--- src/rtl/adc_ctl_pkg.sv ---
package adc_ctl_pkg;

  typedef enum logic [1:0] {
    MODE_SINGLE = 2'b00,
    MODE_CONT   = 2'b01,
    MODE_STOP   = 2'b10,
    MODE_SPARE  = 2'b11
  } conv_mode_e;

  typedef enum logic [1:0] {
    SRC_SW  = 2'b00,
    SRC_EXT = 2'b01,
    SRC_TMR = 2'b10,
    SRC_ANY = 2'b11
  } start_src_e;

  // bit positions inside the control byte (top lane)
  localparam int unsigned CB_BUSY  = 7;
  localparam int unsigned CB_FLAG  = 6;
  localparam int unsigned CB_IE    = 5;
  localparam int unsigned CB_PAUSE = 4;
  localparam int unsigned CB_SRCH  = 3;
  localparam int unsigned CB_SRCL  = 2;
  localparam int unsigned CB_GO    = 1;

  typedef struct packed {
    logic       cfg_wr;
    logic       abort_wr;
    logic       sw_start;
    logic       flag_clr;
    logic       ie_val;
    start_src_e src_val;
  } wr_cmd_t;

endpackage

--- src/rtl/adc_bus_dec.sv ---
module adc_bus_dec
  import adc_ctl_pkg::*;
#(
  parameter int unsigned BUS_W = 16
) (
  input  logic                 wr_en,
  input  logic [BUS_W/8-1:0]   be,
  input  logic [BUS_W-1:0]     wdata,
  output wr_cmd_t              cmd
);
  localparam int unsigned NLANE = BUS_W / 8;

  logic       hit;
  logic [7:0] cb;
  logic       lane_unused;

  assign hit = wr_en && be[NLANE-1];
  assign cb  = wdata[BUS_W-1 -: 8];
  assign lane_unused = ^{be[NLANE-2:0], wdata[BUS_W-9:0], cb[0], cb[CB_PAUSE]};

  always_comb begin
    cmd          = '0;
    cmd.cfg_wr   = hit;
    cmd.abort_wr = hit && !cb[CB_BUSY];
    // prohibited busy=0 + go=1: termination only, never a start
    cmd.sw_start = hit && cb[CB_BUSY] && cb[CB_GO];
    cmd.flag_clr = hit && !cb[CB_FLAG];
    cmd.ie_val   = cb[CB_IE];
    cmd.src_val  = start_src_e'(cb[CB_SRCH:CB_SRCL]);
  end


  always_comb begin
    no_start_on_abort_chk: assert (!(cmd.abort_wr && cmd.sw_start));
  end

endmodule

--- src/rtl/adc_trig_sel.sv ---
module adc_trig_sel
  import adc_ctl_pkg::*;
(
  input  logic       clk,
  input  logic       rst_n,
  input  logic       src_wr,
  input  start_src_e src_val,
  input  logic       soft_rst,
  input  logic       ext_trig,
  input  logic       tmr_trig,
  output start_src_e src,
  output logic       hw_trig
);

  always_ff @(posedge clk or negedge rst_n) begin
    if (!rst_n)      src <= SRC_SW;
    else if (src_wr) src <= src_val;
  end

  always_comb begin
    unique case (src)
      SRC_EXT: hw_trig = ext_trig;
      SRC_TMR: hw_trig = tmr_trig;
      SRC_ANY: hw_trig = ext_trig || tmr_trig;
      default: hw_trig = 1'b0;
    endcase
  end


  src_keep_chk: assert property (@(posedge clk) disable iff (!rst_n)
    soft_rst && !src_wr |=> $stable(src));


  sw_only_chk: assert property (@(posedge clk) disable iff (!rst_n)
    src == SRC_SW |-> !hw_trig);

endmodule

--- src/rtl/adc_seq.sv ---
module adc_seq
  import adc_ctl_pkg::*;
(
  input  logic       clk,
  input  logic       rst_n,
  input  logic       soft_rst,
  input  conv_mode_e mode,
  input  logic       sw_start,
  input  logic       abort_wr,
  input  logic       hw_trig,
  input  logic       conv_done,
  output logic       busy,
  output logic       pause,
  output logic       conv_start,
  output logic       conv_abort
);
  logic start_ok, resume;

  assign start_ok = !busy && (sw_start || hw_trig) && !abort_wr;
  assign resume   = busy && pause && hw_trig && !abort_wr;

  always_ff @(posedge clk or negedge rst_n) begin
    if (!rst_n) begin
      busy       <= 1'b0;
      pause      <= 1'b0;
      conv_start <= 1'b0;
      conv_abort <= 1'b0;
    end else begin
      conv_start <= 1'b0;
      conv_abort <= 1'b0;
      if (soft_rst) begin
        busy       <= 1'b0;
        pause      <= 1'b0;
        conv_abort <= busy;
      end else if (abort_wr && busy) begin
        busy       <= 1'b0;
        pause      <= 1'b0;
        conv_abort <= 1'b1;
      end else if (start_ok) begin
        busy       <= 1'b1;
        pause      <= 1'b0;
        conv_start <= 1'b1;
      end else if (resume) begin
        pause      <= 1'b0;
        conv_start <= 1'b1;
      end else if (conv_done && busy) begin
        unique case (mode)
          MODE_CONT: ;
          MODE_STOP: pause <= 1'b1;
          default:   busy  <= 1'b0;
        endcase
      end
    end
  end


  abort_clears_chk: assert property (@(posedge clk) disable iff (!rst_n)
    abort_wr && busy && !soft_rst |=> !busy && !pause && conv_abort);


  start_busy_chk: assert property (@(posedge clk) disable iff (!rst_n)
    conv_start |-> busy);


  start_single_chk: assert property (@(posedge clk) disable iff (!rst_n)
    conv_start |=> !conv_start);


  single_done_chk: assert property (@(posedge clk) disable iff (!rst_n)
    busy && conv_done && (mode == MODE_SINGLE) && !pause && !abort_wr && !soft_rst
    |=> !busy);


  stop_pause_chk: assert property (@(posedge clk) disable iff (!rst_n)
    busy && conv_done && (mode == MODE_STOP) && !pause && !abort_wr && !soft_rst
    |=> busy && pause);


  busy_no_start_chk: assert property (@(posedge clk) disable iff (!rst_n)
    busy && !pause |=> !conv_start);


  soft_clear_chk: assert property (@(posedge clk) disable iff (!rst_n)
    soft_rst |=> !busy && !pause && !conv_start);

endmodule

--- src/rtl/adc_flag.sv ---
module adc_flag (
  input  logic clk,
  input  logic rst_n,
  input  logic soft_rst,
  input  logic conv_done,
  input  logic flag_clr,
  input  logic dma_ack,
  input  logic cfg_wr,
  input  logic ie_val,
  input  logic dma_en,
  output logic eoc,
  output logic ie,
  output logic irq,
  output logic dma_req
);

  always_ff @(posedge clk or negedge rst_n) begin
    if (!rst_n) begin
      eoc <= 1'b0;
      ie  <= 1'b0;
    end else if (soft_rst) begin
      eoc <= 1'b0;
      ie  <= 1'b0;
    end else begin
      if (conv_done)                eoc <= 1'b1;
      else if (flag_clr || dma_ack) eoc <= 1'b0;
      if (cfg_wr) ie <= ie_val;
    end
  end

  assign irq     = eoc && ie && !dma_en;
  assign dma_req = eoc && ie && dma_en;


  done_sets_chk: assert property (@(posedge clk) disable iff (!rst_n)
    conv_done && !soft_rst |=> eoc);


  ack_clears_chk: assert property (@(posedge clk) disable iff (!rst_n)
    dma_ack && !conv_done && !soft_rst |=> !eoc);


  req_excl_chk: assert property (@(posedge clk) disable iff (!rst_n)
    !(irq && dma_req));


  req_level_chk: assert property (@(posedge clk) disable iff (!rst_n)
    (irq || dma_req) |-> eoc && ie);

endmodule

--- src/rtl/adc_ctl_reg.sv ---
module adc_ctl_reg
  import adc_ctl_pkg::*;
#(
  parameter int unsigned BUS_W = 16
) (
  input  logic               clk,
  input  logic               rst_n,
  input  logic               soft_rst,
  input  logic               wr_en,
  input  logic               rd_en,
  input  logic               rmw_rd,
  input  logic [BUS_W/8-1:0] be,
  input  logic [BUS_W-1:0]   wdata,
  output logic [BUS_W-1:0]   rdata,
  input  logic [1:0]         mode,
  input  logic               ext_trig,
  input  logic               tmr_trig,
  input  logic               conv_done,
  output logic               conv_start,
  output logic               conv_abort,
  input  logic               dma_en,
  input  logic               dma_ack,
  output logic               irq,
  output logic               dma_req
);
  localparam int unsigned LOW_W = BUS_W - 8;

  wr_cmd_t    cmd;
  start_src_e src;
  logic       hw_trig, busy, pause, eoc, ie;

  adc_bus_dec #(.BUS_W(BUS_W)) u_dec (
    .wr_en (wr_en),
    .be    (be),
    .wdata (wdata),
    .cmd   (cmd)
  );

  adc_trig_sel u_trig (
    .clk      (clk),
    .rst_n    (rst_n),
    .src_wr   (cmd.cfg_wr),
    .src_val  (cmd.src_val),
    .soft_rst (soft_rst),
    .ext_trig (ext_trig),
    .tmr_trig (tmr_trig),
    .src      (src),
    .hw_trig  (hw_trig)
  );

  adc_seq u_seq (
    .clk        (clk),
    .rst_n      (rst_n),
    .soft_rst   (soft_rst),
    .mode       (conv_mode_e'(mode)),
    .sw_start   (cmd.sw_start),
    .abort_wr   (cmd.abort_wr),
    .hw_trig    (hw_trig),
    .conv_done  (conv_done),
    .busy       (busy),
    .pause      (pause),
    .conv_start (conv_start),
    .conv_abort (conv_abort)
  );

  adc_flag u_flag (
    .clk       (clk),
    .rst_n     (rst_n),
    .soft_rst  (soft_rst),
    .conv_done (conv_done),
    .flag_clr  (cmd.flag_clr),
    .dma_ack   (dma_ack),
    .cfg_wr    (cmd.cfg_wr),
    .ie_val    (cmd.ie_val),
    .dma_en    (dma_en),
    .eoc       (eoc),
    .ie        (ie),
    .irq       (irq),
    .dma_req   (dma_req)
  );

  always_comb begin
    rdata = '0;
    if (rd_en)
      rdata = {busy || rmw_rd, eoc, ie, pause, src, 1'b0, 1'b0, {LOW_W{1'b0}}};
  end


  rmw_busy_chk: assert property (@(posedge clk) disable iff (!rst_n)
    rd_en && rmw_rd |-> rdata[BUS_W-1]);


  go_reads_zero_chk: assert property (@(posedge clk) disable iff (!rst_n)
    rdata[BUS_W-7:0] == '0);


  lane_off_chk: assert property (@(posedge clk) disable iff (!rst_n)
    wr_en && !be[BUS_W/8-1] && !soft_rst |=> $stable(src) && $stable(ie));

endmodule

--- config.mk ---
export PLATFORM = sky130hd
export DESIGN_NAME = adc_ctl_reg
export DESIGN_NICKNAME = d
export VERILOG_FILES = /design/src/rtl/adc_ctl_pkg.sv /design/src/rtl/adc_bus_dec.sv /design/src/rtl/adc_trig_sel.sv /design/src/rtl/adc_seq.sv /design/src/rtl/adc_flag.sv /design/src/rtl/adc_ctl_reg.sv
export SDC_FILE = /design/constraint.sdc
export NUM_CORES = 1
export LEC_CHECK = 0
export CAP_MARGIN = 10
export CORE_MARGIN = 2
export CORE_UTILIZATION = 32
export CTS_CLUSTER_DIAMETER = 150
export DETAILED_ROUTE_END_ITERATION = 8
export GPL_TIMING_DRIVEN = 0
export PLACE_DENSITY_LB_ADDON = 0.25
export RECOVER_POWER = 100
export SYNTH_ARGS = -nofsm -noshare
export SYNTH_HDL_FRONTEND = slang
export SYNTH_HIERARCHICAL = 1
export SYNTH_SLANG_ARGS = --single-unit
--- constraint.sdc ---
create_clock -name clk -period 2.6 [get_ports clk]
set_input_delay 0.52 -clock clk [delete_from_list [all_inputs] [get_ports clk]]
set_output_delay 0.52 -clock clk [all_outputs]
set_load 0.05 [all_outputs]
-- Word level (Yosys, flattened, before mapping)
Cells that the tools add are included.
- register bits after elaboration: 8
- latch bits: 0
- RAM bits: 0
- ROM bits: 0
- input bits: 31
- output and inout bits: 20
- logic and storage cells: 71
- memories kept: 0
- add/subtract/negate cells: 0
- multipliers: 0
- divide/modulo/power cells: 0
- $lt $le $gt $ge: 0
- equality and inequality tests: 7
- shift operators: 0
- multiplexer cells: 25
- bitwise logic cells: 0
- reductions and logical operators: 32
- operator list (operator ; number):
    $mux 1 ; 23
    $mux 16 ; 1
    $logic_and 1x1->1 ; 15
    $reduce_bool 5->1 ; 2
    $eq 2x2->1 const B ; 3
    $logic_not 1->1 ; 5
    $eq 2x1->1 const B ; 2
    $logic_or 1x1->1 ; 4
    $ne 4x1->1 const B ; 1
    $ne 4x3->1 const B ; 1
    $reduce_bool 4->1 ; 1
    $pmux 1 s3 ; 1
    $reduce_and 3->1 ; 1
    $reduce_bool 3->1 ; 1
    $reduce_and 2->1 ; 1
    $reduce_bool 2->1 ; 1
    $reduce_or 2->1 ; 1

-- Depth between registers and ports, before layout
- depth in word-level cells: 9
- mapped depth: 4
- mapped depth without buffers: 4

-- Cells and area by module
Netlist, hierarchy kept.
- by module, submodules not included (module ; times used ; cells each ; area an instance (um^2) ; sequential area each (um^2)):
    adc_seq ; 1 ; 18 ; 191.4 ; 100.1
    adc_ctl_reg ; 1 ; 17 ; 117.6 ; 0.0
    adc_flag ; 1 ; 10 ; 96.3 ; 50.0
    adc_trig_sel ; 1 ; 5 ; 81.3 ; 50.0
    adc_bus_dec ; 1 ; 8 ; 66.3 ; 0.0

-- Worst setup path before layout
No wires, ideal clock.
- path kind: input-to-output
- start: input port dma_en
- end: output port irq
- arrival time: 1.174 ns
- required time: 2.080 ns
- path slack: 0.906 ns
- cell stages on the path: 1
- path buffers: 0
- cells stage by stage: nor2_1
- longest elaborated chain between the ends: 2
- RTL lines (item ; RTL line ; RTL):
    start, declared ; adc_ctl_reg.sv:21 ; input logic dma_en,
    $logic_not 1->1 ; adc_flag.sv:31 ; assign irq = eoc && ie && !dma_en;
    $logic_and 1x1->1 ; adc_flag.sv:31 ;
    end, declared ; adc_ctl_reg.sv:23 ; output logic irq,
No other way between the ends.

-- Final worst setup path
- start: input port rd_en
- end: output port rdata[14]
- longest elaborated chain between the ends: 1
- RTL lines (item ; RTL line ; RTL):
    start, declared ; adc_ctl_reg.sv:10 ; input logic rd_en,
    $mux 16 ; adc_ctl_reg.sv:84 ; if (rd_en)
    end, declared ; adc_ctl_reg.sv:14 ; output logic [BUS_W-1:0] rdata,
No other way between the ends.

==> flow_summary.ini <==
[place]
dpl_cell_area_um2 = 868
dp_cells = 110
gp_congestion = 0.640
hpwl_um = 942
portBuffers = 26

[sta]
hold_ws_ns = 0.511
tns_ns = 0
rsz0062_at_grt = false
slew_headroom_pct = 59.6
skew_ns = 0.00750
report.final.setup_viol = 0
tightestPinTransition_ns = 0.609
slew_viol_final = 0
fmax_ghz = 0.393
hold_violations = 0
fin_crit_ns = 2.54
fin_crit_sh_pct = 97.8

[synth]
syn_area_um2 = 553
synth_top_flop_cell = dfrtp_1
yosysMostFrequentCell = buf_4
ys_top_cells_by_area = dfrtp_1 36%, buf_4 19%, and2_1 6.8%
ys_warn_count = 6
synth_common_cells = 14 x buf_4, 8 x dfrtp_1, 6 x and2_1, 3 x nor2_1
ys_ff_latch = 8
synth_async_sr_flop_share_pct = 100
syn_inst = 58
seq_area_frac_synth_pct = 36.2
yosys.area.top_type_share_pct = 36.2
syn_avg_cell_area_um2 = 9.54
synth-edff-count = 0
yosys.area.top_type = dfrtp_1
synth_cell_types = 25

[critical_path]
reg2reg_depth = 3
regToRegSetupSlack_ns = 1.51
crit_path_end_kind = primary output
worstPathArrival_ns = 2.02
required_ns = 2.08
r2r_start = u_trig/src[0]$_DFFE_PN0P_
r2r_end = u_seq/pause$_DFFE_PN0P_
criticalPathCategory = input port to primary output
path_max_fanout = 6
critPathLaunchType = input port

[routing]
vias = 497
postRouteWirelength_mm = 1.07
vias_per_cell = 4.40
postRouteAntennaNets = 0
drc = 0
drt_iter0_drc = 5
post_drt_wl_per_cell_um = 9.49
drt_pass1_iterations = 3

[final_layout]
area_growth_syn_to_layout_pct = 57.9
final_area_um2 = 873
insertedDiodeCount = 0
layout.nets = 130
drive_gt1_share_pct = 22.9
fin_cells = 113

[floorplan]
die_h_um = 45.6
die-area_mm2 = 0.00208
die_w_um = 45.6
coreArea_mm2 = 0.00167
num_rows = 15
io_pins = 51
initial_core_util_pct = 33.1

[power]
ir_drop_uv = 229
total_power_mw = 0.391
power.density_mw_per_mm2 = 448
p_leak_nw = 0.436

[clock_network]
cts-root-buf = clkbuf_4
hold_buffers = 0
clockBufferDepth = 2
cts_tree = done
path_clk_slew_ns = 0.05
numCtsBuffers = 3
postCtsSetupBuffers = 0
cts.sinks = 8
clock_latency_ns = 0.25
cts_resized = 0
htree_levels = 1

[worst_hold_path]
hp-class = input port to register
hold_depth = 2
holdPathEnd = u_trig/src[0]$_DFFE_PN0P_
min_from = wdata[10]

[run]
maxCapViolations = 0

[grt]
grt_pass1_vias = 389
grt_max_degree = 9
antenna_found_initial = 0
grt_use_total_pct = 11.0
grt_pass1_wl_mm = 1.57
grt_overflow = 0

[outcome]
status = finished, final reports clean
-- layer usage --
| layer | wire, um | vias to the layer above | part of all wire [%] | global-route usage [%] |
|---|---|---|---|---|
| met5 | 0 | - | 0 | 0 |
| met4 | 21 | 0 | 2.0 | 7.06 |
| met3 | 111 | 4 | 10 | 4.37 |
| met2 | 522 | 26 | 49 | 18.3 |
| met1 | 416 | 215 | 39 | 11.5 |
| li1 | - | 252 | - | - |
-- power breakdown --
part / switching, mW / internal [mW]
registers: 0.00851 / 0.136
clock network: 0.0370 / 0.0525
logic: 0.0916 / 0.0656
-- sequential cells by signal, indices dropped and copies added, names as in the netlist --
signal and flops:
u_flag/ie 1, u_seq/pause 1, u_flag/eoc 1, u_seq/busy 1, u_seq/conv_abort 1, u_trig/src 2
u_seq/conv_start 1
-- stage by stage --
stage               setup slack [ns]  util [%]
global route                 0.00349      52.3
global placement              0.0460      52.0
finish                        0.0568      52.3
floorplan                      0.906         -
detailed placement            0.0432      52.0
CTS                           0.0444      53.3
-- layout by cell type (no fill, tap or decap), types with 2 or more instances in the layout --
cell type         n
buf_4            13
nor2_1            3
nor3_1            2
conb_1           10
and2_1            6
nand2_1           2
clkbuf_1          3
clkbuf_4          3
mux2_2            2
inv_1             2
dlygate4sd3_1     5
a21oi_1           2
clkdlybuf4s50_1  19
dfrtp_1           8
-- area by class of cell --
class                           count  area, um2
Tap cell                           17       21.3
Clock buffer                        3       22.5
Timing Repair Buffer               26        248
Buffer                             14        101
Sequential cell                     8        200
Inverter                            2       7.51
Fill cell                         159        797
Multi-Input combinational cell     43        273
-- cells by family (layout without fill, tap and decap cells) --
| family | Yosys count | after routing | share of synthesized area [%] |
|---|---|---|---|
| other cells | 1 | 10 | 0.678 |
| flops | 8 | 8 | 36.2 |
| buf+inv | 16 | 45 | 20.4 |
| fa+ha+maj | 1 | 1 | 2.26 |
| mux | 3 | 3 | 5.88 |
| simple gates | 21 | 21 | 23.8 |
| compound gates | 8 | 8 | 10.9 |
-- how the worst max path moves through the flow --
stage / start / endpoint / slack [ns]
after floorplan: dma_en / irq / 0.91
after global placement: rd_en / rdata[12] / 0.05
after detailed placement: rd_en / rdata[12] / 0.04
after CTS: rd_en / rdata[12] / 0.04
after global routing: rd_en / rdata[11] / 0.003
final: rd_en / rdata[14] / 0.06
-- critical path, cell delays in order --
cell,delay (ns)
clkdlybuf4s50_1,0.56
and2_1,0.15
clkdlybuf4s50_1,0.79
(Power assumes the default switching activity.)
